`src/rtl/amt_pkg.sv`:
```
package amt_pkg;
  typedef enum logic [2:0] {
    ST_IDLE,
    ST_CHECK,
    ST_RD_P1,
    ST_WR_T,
    ST_RD_P2,
    ST_RD_T,
    ST_NEXT
  } amt_state_e;
endpackage

```
`src/rtl/amt_mask_walk.sv`:
```
module amt_mask_walk #(
  parameter int AW = 12,
  parameter int LB = 2
) (
  input  logic          clk,
  input  logic          rst,
  input  logic          init,
  input  logic          step,
  input  logic [AW-1:0] test_addr,
  input  logic [AW-1:0] base_addr,
  input  logic [AW:0]   end_addr,
  output logic [AW:0]   mask,
  output logic          exhausted,
  output logic [AW-1:0] partner,
  output logic          in_range
);
  // One bit wider than the address so the walk ends cleanly at bit AW
  always_ff @(posedge clk) begin
    if (rst)       mask <= '0;
    else if (init) mask <= (AW+1)'(1) << LB;
    else if (step) mask <= mask << 1;
  end

  always_comb begin
    exhausted = mask[AW];
    partner   = test_addr ^ mask[AW-1:0];
    in_range  = (partner >= base_addr) && ({1'b0, partner} < end_addr);
  end
endmodule

```
`src/rtl/amt_mem_port.sv`:
```
module amt_mem_port #(
  parameter int AW = 12,
  parameter int DW = 32
) (
  input  logic          clk,
  input  logic          rst,
  input  logic          issue,
  input  logic          issue_we,
  input  logic [AW-1:0] issue_addr,
  input  logic [DW-1:0] issue_wdata,
  output logic          rsp,
  output logic          mem_req,
  output logic          mem_we,
  output logic [AW-1:0] mem_addr,
  output logic [DW-1:0] mem_wdata,
  input  logic          mem_ack
);
  always_ff @(posedge clk) begin
    if (rst) begin
      mem_req   <= 1'b0;
      mem_we    <= 1'b0;
      mem_addr  <= '0;
      mem_wdata <= '0;
    end else if (issue) begin
      mem_req   <= 1'b1;
      mem_we    <= issue_we;
      mem_addr  <= issue_addr;
      mem_wdata <= issue_wdata;
    end else if (mem_ack) begin
      mem_req   <= 1'b0;
    end
  end

  assign rsp = mem_req & mem_ack;
endmodule

```
`src/rtl/addr_mirror_tester.sv`:
```
module addr_mirror_tester #(
  parameter int AW = 12,
  parameter int DW = 32
) (
  input  logic          clk,
  input  logic          rst,
  input  logic          start,
  input  logic [AW-1:0] base_addr,
  input  logic [AW:0]   region_size,
  output logic          busy,
  output logic          done,
  output logic          pass,
  output logic          err_valid,
  output logic [AW-1:0] err_test_addr,
  output logic [AW-1:0] err_partner_addr,
  output logic [AW-1:0] err_mask,
  output logic          mem_req,
  output logic          mem_we,
  output logic [AW-1:0] mem_addr,
  output logic [DW-1:0] mem_wdata,
  input  logic          mem_ack,
  input  logic [DW-1:0] mem_rdata
);
  import amt_pkg::*;

  localparam int WB = DW / 8;
  localparam int LB = $clog2(WB);

  amt_state_e    state;
  logic          pend;
  logic          second;
  logic          fail;
  logic [AW-1:0] test_addr;
  logic [DW-1:0] p1_val;
  logic [DW-1:0] p2_val;

  logic [AW:0]   end_addr;
  logic [AW:0]   last_word;
  logic [AW:0]   mask;
  logic          exhausted;
  logic [AW-1:0] partner;
  logic          in_range;
  logic          init;
  logic          step;
  logic          issue;
  logic          issue_we;
  logic [AW-1:0] issue_addr;
  logic [DW-1:0] issue_wdata;
  logic          rsp;

  assign end_addr  = {1'b0, base_addr} + region_size;
  assign last_word = end_addr - (AW+1)'(WB);

  amt_mask_walk #(.AW(AW), .LB(LB)) u_walk (
    .clk(clk), .rst(rst), .init(init), .step(step),
    .test_addr(test_addr), .base_addr(base_addr), .end_addr(end_addr),
    .mask(mask), .exhausted(exhausted), .partner(partner), .in_range(in_range)
  );

  amt_mem_port #(.AW(AW), .DW(DW)) u_port (
    .clk(clk), .rst(rst), .issue(issue), .issue_we(issue_we),
    .issue_addr(issue_addr), .issue_wdata(issue_wdata), .rsp(rsp),
    .mem_req(mem_req), .mem_we(mem_we), .mem_addr(mem_addr),
    .mem_wdata(mem_wdata), .mem_ack(mem_ack)
  );

  // Control decode for the walker and the access port
  always_comb begin
    init        = 1'b0;
    step        = 1'b0;
    issue       = 1'b0;
    issue_we    = 1'b0;
    issue_addr  = partner;
    issue_wdata = ~p1_val;
    unique case (state)
      ST_IDLE:  init = start;
      ST_CHECK: begin
        if (exhausted) init = !second && !fail;
        else           step = !in_range;
      end
      ST_RD_P1: issue = !pend;
      ST_WR_T: begin
        issue      = !pend;
        issue_we   = 1'b1;
        issue_addr = test_addr;
      end
      ST_RD_P2: issue = !pend;
      ST_RD_T: begin
        issue      = !pend;
        issue_addr = test_addr;
      end
      ST_NEXT:  step = 1'b1;
      default:  ;
    endcase
  end

  always_ff @(posedge clk) begin
    if (rst) begin
      state            <= ST_IDLE;
      pend             <= 1'b0;
      second           <= 1'b0;
      fail             <= 1'b0;
      test_addr        <= '0;
      p1_val           <= '0;
      p2_val           <= '0;
      busy             <= 1'b0;
      done             <= 1'b0;
      pass             <= 1'b0;
      err_valid        <= 1'b0;
      err_test_addr    <= '0;
      err_partner_addr <= '0;
      err_mask         <= '0;
    end else begin
      done      <= 1'b0;
      err_valid <= 1'b0;
      if (issue)    pend <= 1'b1;
      else if (rsp) pend <= 1'b0;
      unique case (state)
        ST_IDLE: if (start) begin
          test_addr <= base_addr;
          second    <= 1'b0;
          fail      <= 1'b0;
          busy      <= 1'b1;
          pass      <= 1'b0;
          state     <= ST_CHECK;
        end
        ST_CHECK: begin
          if (exhausted) begin
            if (!second && !fail) begin
              second    <= 1'b1;
              test_addr <= last_word[AW-1:0];
            end else begin
              busy  <= 1'b0;
              done  <= 1'b1;
              pass  <= !fail;
              state <= ST_IDLE;
            end
          end else if (in_range) begin
            state <= ST_RD_P1;
          end
        end
        ST_RD_P1: if (rsp) begin
          p1_val <= mem_rdata;
          state  <= ST_WR_T;
        end
        ST_WR_T: if (rsp) state <= ST_RD_P2;
        ST_RD_P2: if (rsp) begin
          p2_val <= mem_rdata;
          state  <= ST_RD_T;
        end
        ST_RD_T: if (rsp) begin
          if (mem_rdata == p2_val) begin
            fail             <= 1'b1;
            err_valid        <= 1'b1;
            err_test_addr    <= test_addr;
            err_partner_addr <= partner;
            err_mask         <= mask[AW-1:0];
          end
          state <= ST_NEXT;
        end
        ST_NEXT: state <= ST_CHECK;
        default: state <= ST_IDLE;
      endcase
    end
  end
endmodule

```
`config.mk`:
```
export PLATFORM = sky130hd
export DESIGN_NAME = addr_mirror_tester
export DESIGN_NICKNAME = d
export VERILOG_FILES = /design/src/rtl/amt_pkg.sv /design/src/rtl/amt_mask_walk.sv /design/src/rtl/amt_mem_port.sv /design/src/rtl/addr_mirror_tester.sv
export SDC_FILE = /design/constraint.sdc
export NUM_CORES = 1
export LEC_CHECK = 0
export CORE_ASPECT_RATIO = 1.25
export CORE_MARGIN = 5
export CORE_UTILIZATION = 48
export DETAILED_ROUTE_END_ITERATION = 16
export PLACE_DENSITY = 0.77
export RECOVER_POWER = 50
export SLEW_MARGIN = 25
export SYNTH_ARGS = -nofsm -noshare
export SYNTH_HDL_FRONTEND = slang
export SYNTH_SLANG_ARGS = --single-unit
```
`constraint.sdc`:
```
create_clock -name clk -period 4.5 [get_ports clk]
set_clock_uncertainty 0.2 [all_clocks]
set_input_delay 0.45 -clock clk [delete_from_list [all_inputs] [get_ports clk]]
set_output_delay 0.45 -clock clk [all_outputs]
set_load 0.01 [all_outputs]
```
# Word-level counts from Yosys, hierarchy flattened
# Index checks and enable logic that the tools add are counted.
# Widths: inputs -> output; s select.
# totals
register_bits	177
input_bits	61
# op_classes
add_sub_neg	2
order_cmp	2
eq_ne	18
muxes	42
bitwise_logic	7
n_reduce_logical	24
# ops
op	count
$mux 12	4
$eq 32x32->1	1
$not 32->32	1
$mux 3	10
$pmux 12 s2	1
$pmux 3 s7	1
$mux 1	20
$ne 2x2->1 const B	8
$add 12x13->13	1
$lt 12x13->1	1
$ge 12x12->1	1
$pmux 1 s2	6
$reduce_and 4->1	3
$sub 12x3->12 const B	1
$xor 12x12->12	1
$reduce_bool 2->1	5
$eq 3x3->1 const B	3
$reduce_and 7->1	1
$eq 3x2->1 const B	2
$reduce_or 3->1	2
$logic_not 1->1	4
$not 1->1	4
$reduce_and 2->1	2
$reduce_or 2->1	2
other kinds (9)	10

# Longest topological paths before layout
# depth
depth_word	8
ltp_mapped	19

# By module
# Synthesis repeated with hierarchy kept, for this count alone.
# unflattened
cells_unflattened	1006
hier_area_um2	8669.6
# modules_own_cells
module	instances	cells_per_inst	area_per_inst_um2	seq_area_each_um2
addr_mirror_tester	1	725	5909.4	2442.3
amt_mem_port	1	150	1674.1	920.9
amt_mask_walk	1	131	1086.0	220.2

# Least setup slack after synthesis
# No wires, ideal clock.
# synth_path
path_type	input port to flip-flop
start	input base_addr[0]
end	register u_walk.mask[10]
setup_ns	0.119
arrival_time_ns	4.032
required_time_ns	4.181
slack_ns	0.148
path_stages	19
n_path_buf	1
path_cell_list	ha_1 -> inv_1 -> fa_1 -> and2b_1 -> o2111ai_1 -> nand2_1 -> o41ai_1 -> xnor2_1 -> inv_1 -> ha_1 -> and4_1 -> a221oi_1 -> o21ai_0 -> maj3_2 -> a211oi_2 -> a2111oi_2 -> a311o_2 -> buf_6 -> mux2i_1
# synth_between
elab_chain_cells	6
elab_cells_between_ends	7
cone_classes	1 x add/sub; 2 x order compare; 2 x mux; 2 x reduce/logical
# synth_lines
element	line_no	source
start: declaration	addr_mirror_tester.sv:8	input logic [AW-1:0] base_addr,
$add 12x13->13	addr_mirror_tester.sv:51	assign end_addr = {1'b0, base_addr} + region_size;
$lt 12x13->1	amt_mask_walk.sv:27	in_range = (partner >= base_addr) && ({1'b0, partner} < end_addr);
$logic_and 1x1->1 *	amt_mask_walk.sv:27	
$logic_not 1->1 *	addr_mirror_tester.sv:79	else step = !in_range;
$mux 1 *	addr_mirror_tester.sv:78	if (exhausted) init = !second && !fail;
$pmux 1 s2 *	addr_mirror_tester.sv:75	unique case (state)
end signal: assignment	amt_mask_walk.sv:20	else if (init) mask <= (AW+1)'(1) << LB;
end signal: assignment	amt_mask_walk.sv:21	else if (step) mask <= mask << 1;
end: declaration	amt_mask_walk.sv:12	output logic [AW:0] mask,
# Every way passes the cells marked *; elsewhere a longest branch is shown, timed or not.
# A chain may end at the register's enable or synchronous reset.

# Final worst setup path
# layout_path
start	input base_addr[1]
end	register u_walk.mask[5]
# Same word-level chain as after synthesis.

==> impl_metrics.ini <==
[run_status]
status = complete, but fails checks
violations = max-capacitance violations, max-slew violations

[yosys]
synthMuxAreaShare_pct = 5.41
synth.avg_cell_area_um2 = 8.33
synth-simple-area-share_pct = 19.3
synth_compound_area_share_pct = 15.8
synth_edf_count = 0
synth_cell_types = 61
ys_async_sr_fraction_pct = 0
syn_inst = 980
synth_top_family_by_area = simple AND/OR/NAND/NOR gates
ys.flop_type = dfxtp_1
yosysSeqAreaShare_pct = 42.9
synthAdderAreaFrac_pct = 5.60
yosysWarnings = 0
synth-seq-cells = 175
synth-xor-area-share_pct = 6.32
netlist_area_um2 = 8160

[global_routing]
antenna_found_initial = 0
grtUsageTotal_pct = 21.6
grt_overflow = 0
grt_max_degree = 92
grt_pass1_wl_um = 34500
grt_pass1_vias = 6923

[layout]
n_antenna_cell = 0
fillers = 1400
layout-drive-gt1-share_pct = 9.28
final_cell_mix = dfxtp_1, nand2_1, a21oi_1
mostFrequentLayoutCell = dfxtp_1
area_growth_syn_to_layout_pct = 30.9
finalNetCount = 1225

[cts]
clkTransAtPathRegs_ps = 70
cts_hold_buf = 0
htreeDepth = 4
numCtsBuffers = 17
worstSkewPairLatency_ps = 430
clockBufferDepth = 2
clock_sinks = 175
root_buffer = clkbuf_16
cts_tree = built

[route]
dr.pass1.iters = 4
wl_per_cell_um = 15.9
ant_nets = 0
vias_per_cell = 5.38
drt_iter0_markers = 467
drc = 0
via_count = 7321
finalWirelength_um = 21700

[placement]
hpwl_um = 15700
port_buffers = 144
gp_congestion = 0.833
dp_slack_ps = -576

[floorplanning]
die-area_um2 = 19700
ioPinCount = 147
chipWidth_um = 127
die_h_um = 156
start_util_pct = 48.6
fp-row-count = 53
core_area_um2 = 16800

[job]
drv_cap = 2

[sta]
slew_viol_final = 86
finalSetupViolations = 0
finalWorstSetupSlack_ps = 140
hold_viol = 0
fmax_mhz = 229
tightestPinTransition_ps = 2020
slew_headroom_pct = -34.4
min_period_ps = 4360
finalCritPeriodShare_pct = 96.9
timing.hold.ws_ps = 232

[power_and_ir_drop]
ir_drop_uv = 256
p_leak_nw = 4.31
power_density_nw_per_um2 = 444

[critical_path]
worstPathRequired_ps = 4620
path_max_fanout = 5
path_class = input pin to register
cp-start-kind = input pin
critPathCaptureType = register
arrival_ps = 4480

[worst_hold_path]
hp-class = register to register
synthesized netlist by cell type, types with 2 or more instances:
| cell type | number | area [µm²] |
|---|---|---|
| clkbuf_1 | 51 | 191 |
| buf_6 | 2 | 22.5 |
| a221oi_1 | 3 | 26.3 |
| o21ai_0 | 6 | 30.0 |
| a21o_1 | 2 | 15.0 |
| nor4_1 | 9 | 56.3 |
| dfxtp_1 | 175 | 3500 |
| nand4_1 | 7 | 43.8 |
| o2bb2ai_1 | 2 | 17.5 |
| a211oi_1 | 30 | 225 |
| nor3_1 | 16 | 80.1 |
| nor4b_1 | 2 | 17.5 |
| and3_1 | 4 | 25.0 |
| nand2b_1 | 10 | 62.6 |
| a21oi_1 | 130 | 651 |
| buf_4 | 7 | 52.6 |
| or4_1 | 2 | 15.0 |
| o2111ai_1 | 2 | 17.5 |
| o22ai_1 | 2 | 12.5 |
| buf_1 | 2 | 7.51 |
| mux2i_1 | 43 | 430 |
| and4_1 | 2 | 17.5 |
| nand3_1 | 11 | 55.1 |
| nand2_1 | 163 | 612 |
| xor2_1 | 39 | 342 |
| xnor2_1 | 18 | 158 |
| a31oi_1 | 3 | 18.8 |
| inv_1 | 24 | 90.1 |
| or2_2 | 3 | 18.8 |
| ha_1 | 34 | 425 |
| or3_1 | 2 | 12.5 |
| nor2b_1 | 6 | 37.5 |
| o211ai_1 | 3 | 22.5 |
| a311oi_1 | 11 | 96.3 |
| nor2_1 | 128 | 480 |
layout make-up:
cell class                 count  area, µm²  area share (%)
tap                          220        275            2.58
inverter                      24       90.1           0.843
clock buffer                  20        457            4.27
clock inverter                12        146            1.37
sequential                   175       3500            32.8
timing repair buffer         192       1830            17.1
multi-input combinational    719       4380            41.0
layer usage:
metal	global-route usage (%)	vias to the layer above	part of all wire, %
li1	-	3660	-
met1	24.5	3419	40
met2	38.8	199	52
met3	4.76	43	5.2
met4	8.94	0	2.9
met5	0	-	0
path summary, 6_finish.rpt:
check,from,to,slack (ps),cells after the start
hold / removal,p1_val[23]$_SDFFE_PP0P_,u_port.mem_wdata[23]$_SDFFE_PP0P_,230,1
hold reg to reg,p1_val[23]$_SDFFE_PP0P_,u_port.mem_wdata[23]$_SDFFE_PP0P_,230,1
setup reg to reg,state[0]$_SDFFE_PP0P_,u_walk.mask[6]$_SDFFE_PP0P_,1050,8
setup / recovery,base_addr[1],u_walk.mask[5]$_SDFFE_PP0P_,140,19
logic make-up (layout without fill, tap and decap cells):
logic type | Yosys count | count (layout)
other | 1 | 2
adder cells (fa/ha/maj) | 36 | 36
AND/OR/NAND/NOR | 370 | 370
flip-flops | 175 | 175
multiplexers | 44 | 44
buffers and inverters | 87 | 248
XOR/XNOR | 58 | 58
AO/OA/AOI/OAI | 209 | 209
critical path: stages:
cell and delay, ps:
clkdlybuf4s50_1 520, inv_2 60, fa_2 380, and2b_1 230, o2111ai_2 170, nand2_1 130, o41ai_2 70, xnor2_1 200
inv_1 110, ha_4 250, and4_4 200, a221oi_2 250, o21ai_1 120, maj3_2 330, a211oi_4 200, a2111oi_4 80
a311o_2 430, clkbuf_16 180, mux2i_1 110
registers in the layout, summed over array words and instances (netlist names), 3 cells and up:
name	count
u_port.mem_wdata	32
p2_val	32
u_walk.mask	11
p1_val	32
test_addr	12
u_port.mem_addr	12
err_test_addr	12
err_mask	10
state	3
err_partner_addr	10
where the power goes:
group          internal (mW)  switching, mW
clock network          0.864          0.643
registers               1.70          0.138
logic                  0.624          0.767
total                   3.19           1.55
metrics by stage:
step                      std cells  area (µm²)  util (%)  total power, mW  setup TNS [ps]
after CTS                      1358       10600      63.0             4.75               0
after floorplan                 981        8170         -             2.65               0
after global placement         1325        9950      59.3             3.19           -5950
after global routing           1362       10700      63.7             4.99            -228
after detailed placement       1325        9950      59.3             3.22           -6950
final                          1362       10700      63.7             4.74               0
timing repair:
item | 4_1_cts | 5_1_grt
gates cloned | 0 | 1
pin swaps | 1 | 11
buffers inserted | 1 | 3
endpoints found under the setup margin | 12 | 13
resized for setup | 1 | 16
No activity file was read; power rests on OpenSTA's default activity.
